`config.mk`:
```
export PLATFORM = sky130hd
export DESIGN_NAME = lcd_shift_clk_gen
export DESIGN_NICKNAME = d
export VERILOG_FILES = /design/src/rtl/lcd_sclk_pkg.sv /design/src/rtl/lcd_sclk_ratio.sv /design/src/rtl/lcd_sclk_div.sv /design/src/rtl/lcd_line_budget.sv /design/src/rtl/lcd_shift_clk_gen.sv
export SDC_FILE = /design/constraint.sdc
export NUM_CORES = 1
export LEC_CHECK = 0
export ABC_AREA = 1
export BUFFER_PORTS_ARGS = -buffer_cell sky130_fd_sc_hd__buf_2
export CAP_MARGIN = 25
export CORE_MARGIN = 1
export CORE_UTILIZATION = 30
export DETAILED_ROUTE_END_ITERATION = 8
export PLACE_DENSITY = 0.49
export RECOVER_POWER = 100
export SYNTH_ARGS = -nofsm -noshare
export SYNTH_HDL_FRONTEND = slang
export SYNTH_SLANG_ARGS = --single-unit
```
`constraint.sdc`:
```
create_clock -name clk -period 9.29 [get_ports clk]
set_input_delay 1.3935 -clock clk [delete_from_list [all_inputs] [get_ports clk]]
set_output_delay 1.3935 -clock clk [all_outputs]
set_load 0.01 [all_outputs]
```
`src/rtl/lcd_sclk_pkg.sv`:
```
package lcd_sclk_pkg;

  typedef enum logic [1:0] {
    PANEL_STN_MONO  = 2'b00,
    PANEL_STN_COLOR = 2'b01,
    PANEL_TFT       = 2'b10,
    PANEL_RSVD      = 2'b11
  } panel_mode_e;

  localparam int RATIO_W = 6;

  // Divider ratio in system clocks per shift clock period.
  function automatic logic [RATIO_W-1:0] ratio_of(panel_mode_e m, logic [2:0] sel);
    logic [RATIO_W-1:0] r;
    if (m == PANEL_RSVD) begin
      r = RATIO_W'(48);
    end else begin
      case (sel)
        3'd0:    r = RATIO_W'(2);
        3'd1:    r = RATIO_W'(4);
        3'd2:    r = RATIO_W'(8);
        3'd3:    r = RATIO_W'(16);
        3'd4:    r = RATIO_W'(24);
        default: r = RATIO_W'(48);
      endcase
    end
    return r;
  endfunction

endpackage

```
`src/rtl/lcd_sclk_ratio.sv`:
```
module lcd_sclk_ratio
  import lcd_sclk_pkg::*;
(
  input  panel_mode_e          mode,
  input  logic [2:0]           div_sel,
  output logic [RATIO_W-1:0]   ratio
);

  always_comb begin
    ratio = ratio_of(mode, div_sel);
  end

endmodule

```
`src/rtl/lcd_sclk_div.sv`:
```
module lcd_sclk_div #(
  parameter int RATIO_W = 6
) (
  input  logic               clk,
  input  logic               rst_n,
  input  logic [RATIO_W-1:0] req_ratio,
  output logic               period_start,
  output logic               sclk_lvl
);

  logic [RATIO_W-1:0] cnt_q;
  logic [RATIO_W-1:0] ratio_q;
  logic               last_cyc;

  assign last_cyc = (cnt_q == ratio_q - RATIO_W'(1));

  // A new ratio is loaded only when the running period closes.
  always_ff @(posedge clk) begin
    if (!rst_n) begin
      cnt_q   <= '0;
      ratio_q <= req_ratio;
    end else if (last_cyc) begin
      cnt_q   <= '0;
      ratio_q <= req_ratio;
    end else begin
      cnt_q   <= cnt_q + RATIO_W'(1);
    end
  end

  assign period_start = rst_n && (cnt_q == '0);
  assign sclk_lvl     = (cnt_q >= (ratio_q >> 1));

  // ratio held until the boundary
  assert_ratio_hold_R6: assert property (@(posedge clk) disable iff (!rst_n)
    !last_cyc |=> $stable(ratio_q));

  // counter stays inside the active period
  assert_cnt_bound_R5: assert property (@(posedge clk) disable iff (!rst_n)
    cnt_q < ratio_q);

endmodule

```
`src/rtl/lcd_line_budget.sv`:
```
module lcd_line_budget
  import lcd_sclk_pkg::*;
#(
  parameter int SEG_W = 12,
  parameter int LP_W  = 16
) (
  input  logic               clk,
  input  logic               rst_n,
  input  panel_mode_e        mode,
  input  logic [SEG_W-1:0]   seg_size,
  input  logic [RATIO_W-1:0] ratio,
  input  logic [LP_W-1:0]    line_period,
  output logic               overrun
);

  localparam int SX_W   = SEG_W + 2;
  localparam int PROD_W = SX_W + RATIO_W;
  localparam int CMP_W  = (PROD_W > LP_W) ? PROD_W : LP_W;

  logic [SX_W-1:0]  seg_x;
  logic [SX_W-1:0]  cpl;
  logic [CMP_W-1:0] need;
  logic             overrun_q;

  assign seg_x = {2'b00, seg_size};

  // Shift clocks per line, rounded up.
  always_comb begin
    case (mode)
      PANEL_STN_MONO:  cpl = (seg_x + SX_W'(7)) >> 3;
      PANEL_STN_COLOR: cpl = (seg_x * SX_W'(3) + SX_W'(7)) >> 3;
      default:         cpl = seg_x;
    endcase
  end

  assign need = CMP_W'(cpl) * CMP_W'(ratio);

  always_ff @(posedge clk) begin
    if (!rst_n) overrun_q <= 1'b0;
    else        overrun_q <= (need >= CMP_W'(line_period));
  end

  assign overrun = overrun_q;

  // an empty line period can never hold a transfer
  assert_zero_period_R10: assert property (@(posedge clk) disable iff (!rst_n)
    (line_period == '0) |=> overrun);

endmodule

```
`src/rtl/lcd_shift_clk_gen.sv`:
```
module lcd_shift_clk_gen
  import lcd_sclk_pkg::*;
#(
  parameter int SEG_W = 12,
  parameter int LP_W  = 16
) (
  input  logic             clk,
  input  logic             rst_n,
  input  logic [1:0]       mode,
  input  logic [2:0]       div_sel,
  input  logic [SEG_W-1:0] seg_size,
  input  logic [LP_W-1:0]  line_period,
  output logic             sclk_en,
  output logic             sclk,
  output logic             line_overrun
);

  panel_mode_e        mode_e;
  logic [RATIO_W-1:0] req_ratio;

  assign mode_e = panel_mode_e'(mode);

  lcd_sclk_ratio u_ratio (
    .mode    (mode_e),
    .div_sel (div_sel),
    .ratio   (req_ratio)
  );

  lcd_sclk_div #(.RATIO_W(RATIO_W)) u_div (
    .clk          (clk),
    .rst_n        (rst_n),
    .req_ratio    (req_ratio),
    .period_start (sclk_en),
    .sclk_lvl     (sclk)
  );

  lcd_line_budget #(.SEG_W(SEG_W), .LP_W(LP_W)) u_budget (
    .clk         (clk),
    .rst_n       (rst_n),
    .mode        (mode_e),
    .seg_size    (seg_size),
    .ratio       (req_ratio),
    .line_period (line_period),
    .overrun     (line_overrun)
  );

  // every falling edge of the shift clock opens a new period
  assert_fall_at_start_R11: assert property (@(posedge clk) disable iff (!rst_n)
    $fell(sclk) |-> sclk_en);

  // the period starts in the low half
  assert_start_low_R5: assert property (@(posedge clk) disable iff (!rst_n)
    sclk_en |-> !sclk);

endmodule

```
==> metrics.md <==
| Metric | Value |
|---|---|
| Fmax | 0.141 GHz |
| Nets | 854 |
| Root Buffer | clkbuf_16 |
| DR iter-0 viols | 190 |
| Die area | 0.0152 sq mm |
| Total negative slack | 0 ns |
| Critical-path top delay cell | fa_1 |
| Gr usage total | 0.155 |
| Io pins | 38 |
| Gate power share | 0.779 |
| Internal Power | 0.319 mW |
| Design Area, Final | 0.00486 sq mm |
| EDFF count, synth | 5 |
| Post-synth cell types | 40 |
| Switching share of power | 0.520 |
| Synth Area in Simple Gates | 0.282 |
| Crit-path most repeated cell | nand2_1 |
| Syn Area/Cell | 6.59 sq um |
| IO Port Bufs | 37 |
| Initial antenna violation count | 0 |
| Core box area | 0.0141 sq mm |
| Syn Nets | 817 |
| Worst Path Max Fanout | 6 |
| Vias per cell | 4.64 |
| Clk sinks | 12 |
| Hold/Removal Path Class | reg -> reg |
| Pwr per Cell Area | 137 mW/mm^2 |
| Placed cell area | 0.00479 sq mm |
| Compound-Gate Fraction of Synth Area | 0.0917 |
| # placed instances | 881 |
| Leak | 2.81 nW |
| RSZ-0062 raised after global routing | no |
| Hpwl dp | 9.55 mm |
| CP endpoint | u_budget.overrun$_SDFF_PN0_ |
| Status | complete, no violations |
| Worst hold slack | 0.482 ns |
| CP endpoint kind | register |
| Clock-pin slew on the worst setup and hold paths | 0.05 ns |
| Worst slew pin tran | 0.715 ns |
| Clk_skew | 0.00808 ns |
| CP required | 9.43 ns |
| Num rows | 43 |
| Chip height | 123 microns |
| VDD IR-drop max | 0.0716 mV |
| Mapped Cells | 669 |
| Final Setup Violations | 0 |
| CP Launch Point | seg_size[2] |
| Die X-Extent | 123 microns |
| DRC | 0 |
| Async SR Flop Fraction | 0 |
| Setup ws final | 2.21 ns |
| DRT Wirelength | 10.8 mm |
| Fin crit period | 7.08 ns |
| Post_cts resized | 0 |
| Total congestion overflow | 0 |
| Htree depth | 1 |
| R2r endpoint | u_div.ratio_q[1]$_DFFE_PP_ |
| Syn Std Cell Area | 0.00441 sq mm |
| Top post-synthesis cells by area | ha_1 (23%), fa_1 (14%), inv_1 (13%) |
| RR Startpoint | u_div.ratio_q[1]$_DFFE_PP_ |
| Final Hold Viols | 0 |
| Most common cell in the netlist | inv_1 |
| Final Power | 0.665 mW |
| Post-route ant nets | 0 |
| Syn-to-layout area delta | 10.2% |
| Clk Latency, worst-skew pair | 0.24 ns |
| Critical Path AT | 7.22 ns |
| Cts hold-fix bufs | 0 |
| First-pass detailed-route iteration total | 4 |
| Yosys warning count | 0 |
| DR vias | 4109 |
| Share of cells above drive strength 1 | 0.0894 |
| Crit path kind | in -> reg |
| P_sw | 0.346 mW |
| Top_reg_cell synth | dfxtp_1 |
| Largest family of logic cells by synthesized area | adder cells |
| Fillers | 1590 |
| Wirelength per Cell | 12.2 microns |
| Global-route wire length before repair | 19.0 mm |
| Area leader, netlist | ha_1 |
| GPL Wtd Cong | 0.831 |
| Slew margin rel. | 0.524 |
| Post-CTS Setup Repair Bufs | 0 |
| Post-synth top area share | 0.233 |
| R2R setup slack | 7.44 ns |
| Post-synthesis register bit count | 12 |
| CTS tree | done |
| Hold depth | 1 |
| Sequential element share of the synthesized area | 0.0659 |
| TritonCTS buffer count | 3 |
| Fin util | 0.345 |
| Slew Viols, Final | 0 |
| Clk pwr share | 0.122 |
| Max stage delay on crit path | 0.54 ns |
| Antenna cell count | 0 |
| Number of global-route vias before repair | 4188 |
| Mux contribution to synthesized area | 0 |
| Cell count of the worst reg-to-reg path | 6 |
| Max Cap Viol | 0 |
| Largest net degree at the start of global routing | 14 |
| Initial Utilization | 0.313 |
| Synth Area in Adders | 0.374 |
| Fin cells | 885 |
| XOR/XNOR Fraction of Synth Area | 0.0474 |
| Register share of total power | 0.099 |
| Period utilization | 0.762 |
| Place WS | 2.04 ns |
| Worst setup SP type | input port |
| Bufs on Longest Clock Path | 2 |
| Most frequent cells after synthesis | inv_1 (152), nand2_1 (135), nor2_1 (85), ha_1 (82), nand3_1 (37) |
layout make-up:
cell class                      count  area [sq um]  share of cell area
Multi-Input combinational cell    494          3490               0.719
Inverter                          158           593               0.122
Sequential cell                    12           290              0.0597
Tap cell                          180           225              0.0464
Timing Repair Buffer               37           178              0.0366
Clock buffer                        4          78.8              0.0162
cell families after synthesis:
logic type / Yosys count
AO/OA/AOI/OAI: 67
XOR/XNOR: 23
adder cells (fa/ha/maj): 113
buffers and inverters: 163
flip-flops: 12
AND/OR/NAND/NOR: 291
critical path: cells and delay by family:
| kind | cells | cell delay (ns) |
|---|---|---|
| AND/OR/NAND/NOR | 14 | 1.61 |
| adder cells (fa/ha/maj) | 7 | 2.80 |
| buffers and inverters | 6 | 0.52 |
| AO/OA/AOI/OAI | 4 | 0.74 |
| XOR/XNOR | 1 | 0.16 |
power groups by stage:
stage               combinational (mW)  clock, mW  sequential, mW
global route                     0.613     0.0845          0.0665
floorplan                        0.408          0          0.0649
global placement                 0.520          0          0.0676
finish                           0.518     0.0810          0.0658
CTS                              0.531     0.0836          0.0665
detailed placement               0.526          0          0.0676
layout by cell type, fill, tap and decap left out, drive strengths merged:
cell type  instances
nor2              88
dfxtp              7
xor2              13
nand3             41
a21oi             34
inv              157
o21bai             2
a21o               3
nand2            140
or2                4
edfxtp             5
a22oi              2
nor3               4
ha                82
nor3b              1
nand4             11
and2               1
buf               31
fa                31
nand3b             1
o22ai              1
clkbuf            10
o221ai             1
o21ai             17
a21boi             1
o21a               2
xnor2             10
clkinv             1
a31oi              4
routing by layer:
layer	routed length [microns]	GRT usage	up-vias
met2	5210	0.285	57
met5	0	0	-
met4	102	0.0271	0
met3	251	0.00415	6
li1	-	-	2153
met1	5260	0.202	1893
sequential cells by signal, indices dropped and copies added (netlist names):
name              count
u_budget.overrun      1
u_div.cnt_q           6
u_div.ratio_q         5
worst min-delay path by stage:
| stage | from | to |
|---|---|---|
| global placement | u_div.cnt_q[0]$_SDFF_PP0_ | u_div.cnt_q[0]$_SDFF_PP0_ |
| global route | u_div.cnt_q[0]$_SDFF_PP0_ | u_div.cnt_q[0]$_SDFF_PP0_ |
| finish | u_div.cnt_q[0]$_SDFF_PP0_ | u_div.cnt_q[0]$_SDFF_PP0_ |
| floorplan | u_div.cnt_q[0]$_SDFF_PP0_ | u_div.cnt_q[0]$_SDFF_PP0_ |
| detailed placement | u_div.cnt_q[0]$_SDFF_PP0_ | u_div.cnt_q[0]$_SDFF_PP0_ |
| CTS | u_div.cnt_q[0]$_SDFF_PP0_ | u_div.cnt_q[0]$_SDFF_PP0_ |
Power figures use the tool's default switching activity.
